**config.mk**
```make
export PLATFORM = sky130hd
export DESIGN_NAME = icc_ctrl
export DESIGN_NICKNAME = d
export VERILOG_FILES = /design/src/rtl/icc_pkg.sv /design/src/rtl/icc_decode.sv /design/src/rtl/icc_fsm.sv /design/src/rtl/icc_regs.sv /design/src/rtl/icc_ctrl.sv
export SDC_FILE = /design/constraint.sdc
export NUM_CORES = 1
export LEC_CHECK = 0
export ABC_AREA = 1
export BUFFER_PORTS_ARGS = -buffer_cell sky130_fd_sc_hd__buf_2
export CORE_UTILIZATION = 35
export CTS_BUF_LIST = sky130_fd_sc_hd__clkbuf_4 sky130_fd_sc_hd__clkbuf_8
export DETAILED_ROUTE_END_ITERATION = 7
export SLEW_MARGIN = 20
export SYNTH_ARGS = -nofsm -noshare
export SYNTH_HDL_FRONTEND = slang
export SYNTH_SLANG_ARGS = --single-unit
```
**constraint.sdc**
```tcl
create_clock -name clk -period 1.8 [get_ports clk]
set_clock_uncertainty 0.15 [all_clocks]
set_input_delay 0.36 -clock clk [delete_from_list [all_inputs] [get_ports clk]]
set_output_delay 0.36 -clock clk [all_outputs]
set_load 0.005 [all_outputs]
```
**src/rtl/icc_pkg.sv**
```systemverilog
package icc_pkg;
  typedef enum logic [3:0] {
    S_IAC, S_IF, S_IRLD, S_DEC, S_OAC, S_IND, S_OPF,
    S_EXE, S_RAC, S_WR, S_ICK, S_INTA, S_INTW
  } icc_state_e;
endpackage

```
**src/rtl/icc_decode.sv**
```systemverilog
module icc_decode #(
  parameter int DW = 16,
  localparam int AW = DW - 6
) (
  input  logic [DW-1:0] ir,
  output logic [1:0]    n_opnd,
  output logic [1:0]    n_res,
  output logic          indirect,
  output logic          ie_set,
  output logic [AW-1:0] base
);
  // count code 3 is treated as 2
  always_comb begin
    n_opnd   = (ir[DW-1:DW-2] == 2'd3) ? 2'd2 : ir[DW-1:DW-2];
    n_res    = (ir[DW-3:DW-4] == 2'd3) ? 2'd2 : ir[DW-3:DW-4];
    indirect = ir[DW-5];
    ie_set   = ir[DW-6];
    base     = ir[AW-1:0];
  end
endmodule

```
**src/rtl/icc_fsm.sv**
```systemverilog
module icc_fsm
  import icc_pkg::*;
(
  input  logic       clk,
  input  logic       rst,
  input  logic       mem_ready,
  input  logic       exe_ready,
  input  logic       irq,
  input  logic       ie,
  input  logic [1:0] n_opnd,
  input  logic [1:0] n_res,
  input  logic       indirect,
  output icc_state_e state,
  output logic [1:0] idx
);
  logic       in_res;
  icc_state_e nxt;
  logic [1:0] idx_inc;

  assign idx_inc = idx + 2'd1;

  always_comb begin
    nxt = state;
    unique case (state)
      S_IAC:  nxt = S_IF;
      S_IF:   if (mem_ready) nxt = S_IRLD;
      S_IRLD: nxt = S_DEC;
      S_DEC:  nxt = (n_opnd != 2'd0) ? S_OAC : S_EXE;
      S_OAC:  nxt = indirect ? S_IND : S_OPF;
      S_IND:  if (mem_ready) nxt = in_res ? S_WR : S_OPF;
      S_OPF:  if (mem_ready) nxt = (idx_inc < n_opnd) ? S_OAC : S_EXE;
      S_EXE:  if (exe_ready) nxt = (n_res != 2'd0) ? S_RAC : S_ICK;
      S_RAC:  nxt = indirect ? S_IND : S_WR;
      S_WR:   if (mem_ready) nxt = (idx_inc < n_res) ? S_RAC : S_ICK;
      S_ICK:  nxt = (irq && ie) ? S_INTA : S_IAC;
      S_INTA: nxt = S_INTW;
      S_INTW: if (mem_ready) nxt = S_IAC;
      default: nxt = S_IAC;
    endcase
  end

  always_ff @(posedge clk) begin
    if (rst) begin
      state  <= S_IAC;
      idx    <= 2'd0;
      in_res <= 1'b0;
    end else begin
      state <= nxt;
      if (state == S_DEC) begin
        idx    <= 2'd0;
        in_res <= 1'b0;
      end else if (state == S_EXE && exe_ready) begin
        idx    <= 2'd0;
        in_res <= 1'b1;
      end else if ((state == S_OPF || state == S_WR) && mem_ready) begin
        idx <= idx_inc;
      end
    end
  end
endmodule

```
**src/rtl/icc_regs.sv**
```systemverilog
module icc_regs
  import icc_pkg::*;
#(
  parameter int DW = 16,
  parameter int SAVE_ADDR = 'h3F0,
  parameter int HANDLER_ADDR = 'h100,
  localparam int AW = DW - 6
) (
  input  logic          clk,
  input  logic          rst,
  input  icc_state_e    state,
  input  logic [1:0]    idx,
  input  logic          mem_ready,
  input  logic [DW-1:0] mem_rdata,
  input  logic          ie_set,
  input  logic [AW-1:0] base,
  output logic [DW-1:0] ir,
  output logic [AW-1:0] mar,
  output logic [DW-1:0] mbr,
  output logic          ie
);
  logic [AW-1:0] pc;

  always_ff @(posedge clk) begin
    if (rst) begin
      pc  <= '0;
      ir  <= '0;
      mar <= '0;
      mbr <= '0;
      ie  <= 1'b0;
    end else begin
      unique case (state)
        S_IAC: mar <= pc;
        S_IF: if (mem_ready) begin
          mbr <= mem_rdata;
          pc  <= pc + AW'(1);
        end
        S_IRLD: ir <= mbr;
        S_DEC:  if (ie_set) ie <= 1'b1;
        S_OAC, S_RAC: mar <= base + AW'(idx);
        S_IND: if (mem_ready) begin
          mbr <= mem_rdata;
          mar <= mem_rdata[AW-1:0];
        end
        S_OPF: if (mem_ready) mbr <= mem_rdata;
        S_INTA: begin
          mbr <= DW'(pc);
          mar <= AW'(SAVE_ADDR);
        end
        S_INTW: if (mem_ready) begin
          pc <= AW'(HANDLER_ADDR);
          ie <= 1'b0;
        end
        default: ;
      endcase
    end
  end
endmodule

```
**src/rtl/icc_ctrl.sv**
```systemverilog
module icc_ctrl
  import icc_pkg::*;
#(
  parameter int DW = 16,
  parameter int SAVE_ADDR = 'h3F0,
  parameter int HANDLER_ADDR = 'h100,
  localparam int AW = DW - 6
) (
  input  logic          clk,
  input  logic          rst,
  output logic          mem_req,
  input  logic          mem_ready,
  output logic          mem_we,
  output logic [AW-1:0] mem_addr,
  output logic [DW-1:0] mem_wdata,
  input  logic [DW-1:0] mem_rdata,
  output logic          opnd_valid,
  output logic [DW-1:0] opnd_data,
  output logic          exe_valid,
  input  logic          exe_ready,
  input  logic [DW-1:0] res_data,
  input  logic          irq,
  output logic          irq_ack,
  output logic          instr_done
);
  icc_state_e    state;
  logic [1:0]    idx, n_opnd, n_res;
  logic          indirect, ie_set, ie;
  logic [DW-1:0] ir, mbr;
  logic [AW-1:0] base, mar;

  icc_decode #(.DW(DW)) u_dec (
    .ir(ir), .n_opnd(n_opnd), .n_res(n_res),
    .indirect(indirect), .ie_set(ie_set), .base(base)
  );

  icc_fsm u_fsm (
    .clk(clk), .rst(rst), .mem_ready(mem_ready), .exe_ready(exe_ready),
    .irq(irq), .ie(ie), .n_opnd(n_opnd), .n_res(n_res),
    .indirect(indirect), .state(state), .idx(idx)
  );

  icc_regs #(.DW(DW), .SAVE_ADDR(SAVE_ADDR), .HANDLER_ADDR(HANDLER_ADDR)) u_regs (
    .clk(clk), .rst(rst), .state(state), .idx(idx), .mem_ready(mem_ready),
    .mem_rdata(mem_rdata), .ie_set(ie_set), .base(base),
    .ir(ir), .mar(mar), .mbr(mbr), .ie(ie)
  );

  always_comb begin
    mem_req    = (state == S_IF) || (state == S_IND) || (state == S_OPF) ||
                 (state == S_WR) || (state == S_INTW);
    mem_we     = (state == S_WR) || (state == S_INTW);
    mem_addr   = mar;
    mem_wdata  = (state == S_WR) ? res_data : mbr;
    opnd_valid = (state == S_OPF) && mem_ready;
    opnd_data  = mem_rdata;
    exe_valid  = (state == S_EXE);
    instr_done = (state == S_ICK);
    irq_ack    = (state == S_INTW) && mem_ready;
  end
endmodule

```
==> results.yml <==
power_and_ir_drop:
  internal_power_mw: 3.76
  power.share.switching_pct: 36.6
  p_per_area_nw_per_um2: 1130
  clock_power_share_pct: 26.5
  power_leakage_nw: 2.39
  finalPower_mw: 5.93
  p_sw_mw: 2.17
  vdd_drop_max_mv: 0.426
  p_comb_share_pct: 41.1
  p_seq_share_pct: 32.5
routing:
  dr_total_vias: 4044
  antenna_left: 0
  totalWireLength_mm: 11.7
  drtPass1Iterations: 5
  vias_per_cell: 4.93
  wl_per_cell_microns: 14.3
  drc: 0
  drt-initial-drc-count: 302
cells_and_area:
  multi_input_area_sq_um: 2300
  area_growth_pct: 44.0
  instances_no_fill: 820
  final_area_sq_um: 5220
  fill_cells: 976
  design.final.nets: 725
  diodes: 0
  seq_area_sq_um: 1210
  drive_above_1_share_pct: 38.3
grt:
  grt_usage_pct: 21.6
  grt_max_degree: 26
  grt.overflow.total: 0
  grt_pass1_wl_mm: 18.5
  antenna_found_initial: 0
  grt_pass1_vias: 3771
placement:
  detailed_place_hpwl_mm: 8.46
  routabilityCongestion: 0.937
  dp_cells: 781
  place_ws_ns: -0.0570
  placed_area_sq_um: 4330
  io_buffers: 84
logic_synthesis:
  yosysSeqAreaShare_pct: 33.1
  synthTopCellsByCount: "nand2_1, dfxtp_1, nor2_1, nand3_1, inv_1"
  syn_area_sq_um: 3630
  ys_dominant_reg_cell: "dfxtp_1"
  synth.ff_latch_count: 60
  synth_top_cell_by_area: "dfxtp_1"
  synth_area_leaders: "dfxtp_1, nand2_1, nand3_1"
  netlist.area_leader.share_pct: 33.1
  syn_avg_cell_area_sq_um: 6.51
  synth_async_sr_flop_share_pct: 0
  synthCells: 557
  yosys_warnings: 0
  synth_nets: 600
  synth-edff-count: 0
  synth_cell_types: 38
  synth_most_common_cell: "nand2_1"
timing:
  finalCritPeriodShare_pct: 112
  fin_crit_ns: 2.01
  max_freq_mhz: 497
  setup_violations: 27
  rsz0062_at_grt: "true"
  timing.setup.tns_ns: -3.68
  worst_slack_ns: -0.213
  tightest_slew_ns: 0.356
  drv_slew: 0
  relSlewSlack_pct: 76.1
  hold_violations: 0
floorplanning:
  start_util_pct: 36.6
  rows: 36
  coreArea_sq_um: 9910
  die_area_sq_um: 10800
  io_pins: 85
  die_y_microns: 104
  dieWidth_microns: 104
worst_hold_path:
  hold_class: "in -> reg"
clocking:
  tritoncts: "yes"
  cts.sinks: 60
  clk_path_buf_depth: 2
  clk_pin_slew_ns: 0.07
  numCtsBuffers: 9
  clock_latency_ns: 0.35
  cts_root_buf: "clkbuf_8"
  htreeDepth: 3
flow_run:
  drv_cap: 0
worst_setup_path:
  slowest_stage: "dfxtp_2"
  crit_path_max_fanout: 7
  cpMostUsedCell: "nand2_4"
  setup.worst_path.start_class: "flip-flop"
  cp-end-kind: "output port"
  cp.required_ns: 1.29
  crit_type: "reg -> out"
  cp_num_buf_inv: 4
  cp.arrival_ns: 1.50
  crit_path_max_incr_delay_ns: 0.33
  path_cells: "inv_2, nand2_4, nor2_4, inv_4, clkbuf_16, nand2_4, nand2_1, buf_2"
  r2r_slack_ns: -0.04
  cp_top_family: "buffers and inverters"
outcome:
  status: "complete, but fails checks"
  violations: "setup timing"
## flip-flops by register name, summed over array words and instances, names as in the netlist
name,flops
u_regs.mbr,16
u_fsm.state,4
u_fsm.idx,2
u_regs.ir,16
u_regs.pc,10
u_regs.mar,10
u_fsm.in_res,1
u_regs.ie,1
## kinds of logic after synthesis
family,share of synthesized area (%)
buffers and inverters,12.5
XOR/XNOR,0.724
adder cells (fa/ha/maj),2.28
AO/OA/AOI/OAI,14.4
flip-flops,33.1
AND/OR/NAND/NOR,36.9
## metrics by stage
| stage | utilization, % | hold slack (ns) |
|---|---|---|
| floorplan | - | 0.278 |
| global placement | 43.7 | 0.308 |
| detailed placement | 43.7 | 0.305 |
| CTS | 48.0 | 0.139 |
| global route | 52.7 | 0.153 |
| finish | 52.7 | 0.147 |
## worst reg2reg max path, delay by kind of cell (launching register included)
| family | cells | cell delay [ns] |
|---|---|---|
| AO/OA/AOI/OAI | 2 | 0.28 |
| buffers and inverters | 5 | 0.53 |
| flip-flops | 1 | 0.33 |
| AND/OR/NAND/NOR | 3 | 0.47 |
## final timing paths
| kind | cells past startpoint | to | startpoint |
|---|---|---|---|
| worst max-delay path | 8 | mem_wdata[9] | u_fsm.state[1]$_SDFFE_PP0P_ |
| worst min-delay path | 3 | u_regs.mbr[14]$_SDFFE_PP0P_ | mem_rdata[14] |
| worst min register to register | 2 | u_regs.mar[9]$_SDFFE_PP0P_ | u_regs.mar[9]$_SDFFE_PP0P_ |
| worst max register to register | 10 | u_fsm.idx[0]$_SDFFE_PP0P_ | u_fsm.state[1]$_SDFFE_PP0P_ |
## per-layer routing
metal	global-route usage, %	vias up	routed length, microns
met3	4.41	26	614
met5	0	-	0
met4	6.73	0	269
met1	28.1	1830	5370
met2	35.6	137	5450
li1	-	2051	-
## cell usage in the layout (no fill, tap or decap), types with 3 or more instances in the layout
| master | Yosys | final |
|---|---|---|
| a21oi_2 | 1 | 3 |
| nor3_1 | 6 | 5 |
| buf_4 | 17 | 47 |
| inv_2 | 4 | 10 |
| o21ai_2 | 1 | 4 |
| buf_12 | 0 | 4 |
| dfxtp_1 | 60 | 53 |
| nand3_2 | 1 | 4 |
| nor2_2 | 3 | 5 |
| bufinv_16 | 0 | 3 |
| buf_2 | 7 | 80 |
| clkbuf_8 | 0 | 11 |
| nand2_1 | 151 | 119 |
| ha_1 | 5 | 4 |
| nand2_4 | 5 | 22 |
| dfxtp_2 | 0 | 5 |
| o21ai_1 | 1 | 5 |
| nand4_1 | 8 | 8 |
| nand3_1 | 56 | 52 |
| nor2_4 | 4 | 11 |
| a21oi_1 | 40 | 38 |
| inv_1 | 50 | 42 |
| o21ai_0 | 36 | 28 |
| nor2_1 | 58 | 49 |
| nand2_2 | 3 | 17 |
| buf_6 | 4 | 20 |
| a31oi_1 | 7 | 7 |
| o221ai_1 | 3 | 3 |
## power by group through the flow
stage | clock network [mW] | logic, mW | registers [mW]
after floorplan | 0 | 1.21 | 1.86
after CTS | 1.59 | 2.09 | 1.88
after detailed placement | 0 | 1.97 | 1.89
final | 1.57 | 2.43 | 1.93
after global placement | 0 | 1.95 | 1.88
after global routing | 1.65 | 2.68 | 1.96
## what timing repair did
item | CTS | global route
cloned | 0 | 1
endpoints found under the setup margin | 25 | 53
resized for setup | 27 | 108
setup buffers | 11 | 11
hold buffers | 0 | 0
pin swaps | 5 | 20
hold endpoints to repair | 0 | 0
## final cells by class
cell class                 count  share of cell area [%]
multi-input combinational    405                    44.0
sequential                    60                    23.3
timing repair buffer         152                    20.7
inverter                      54                    3.98
tap                          133                    3.19
clock buffer                  12                    3.04
clock inverter                 4                    1.82
Power figures use the tool's default switching activity.
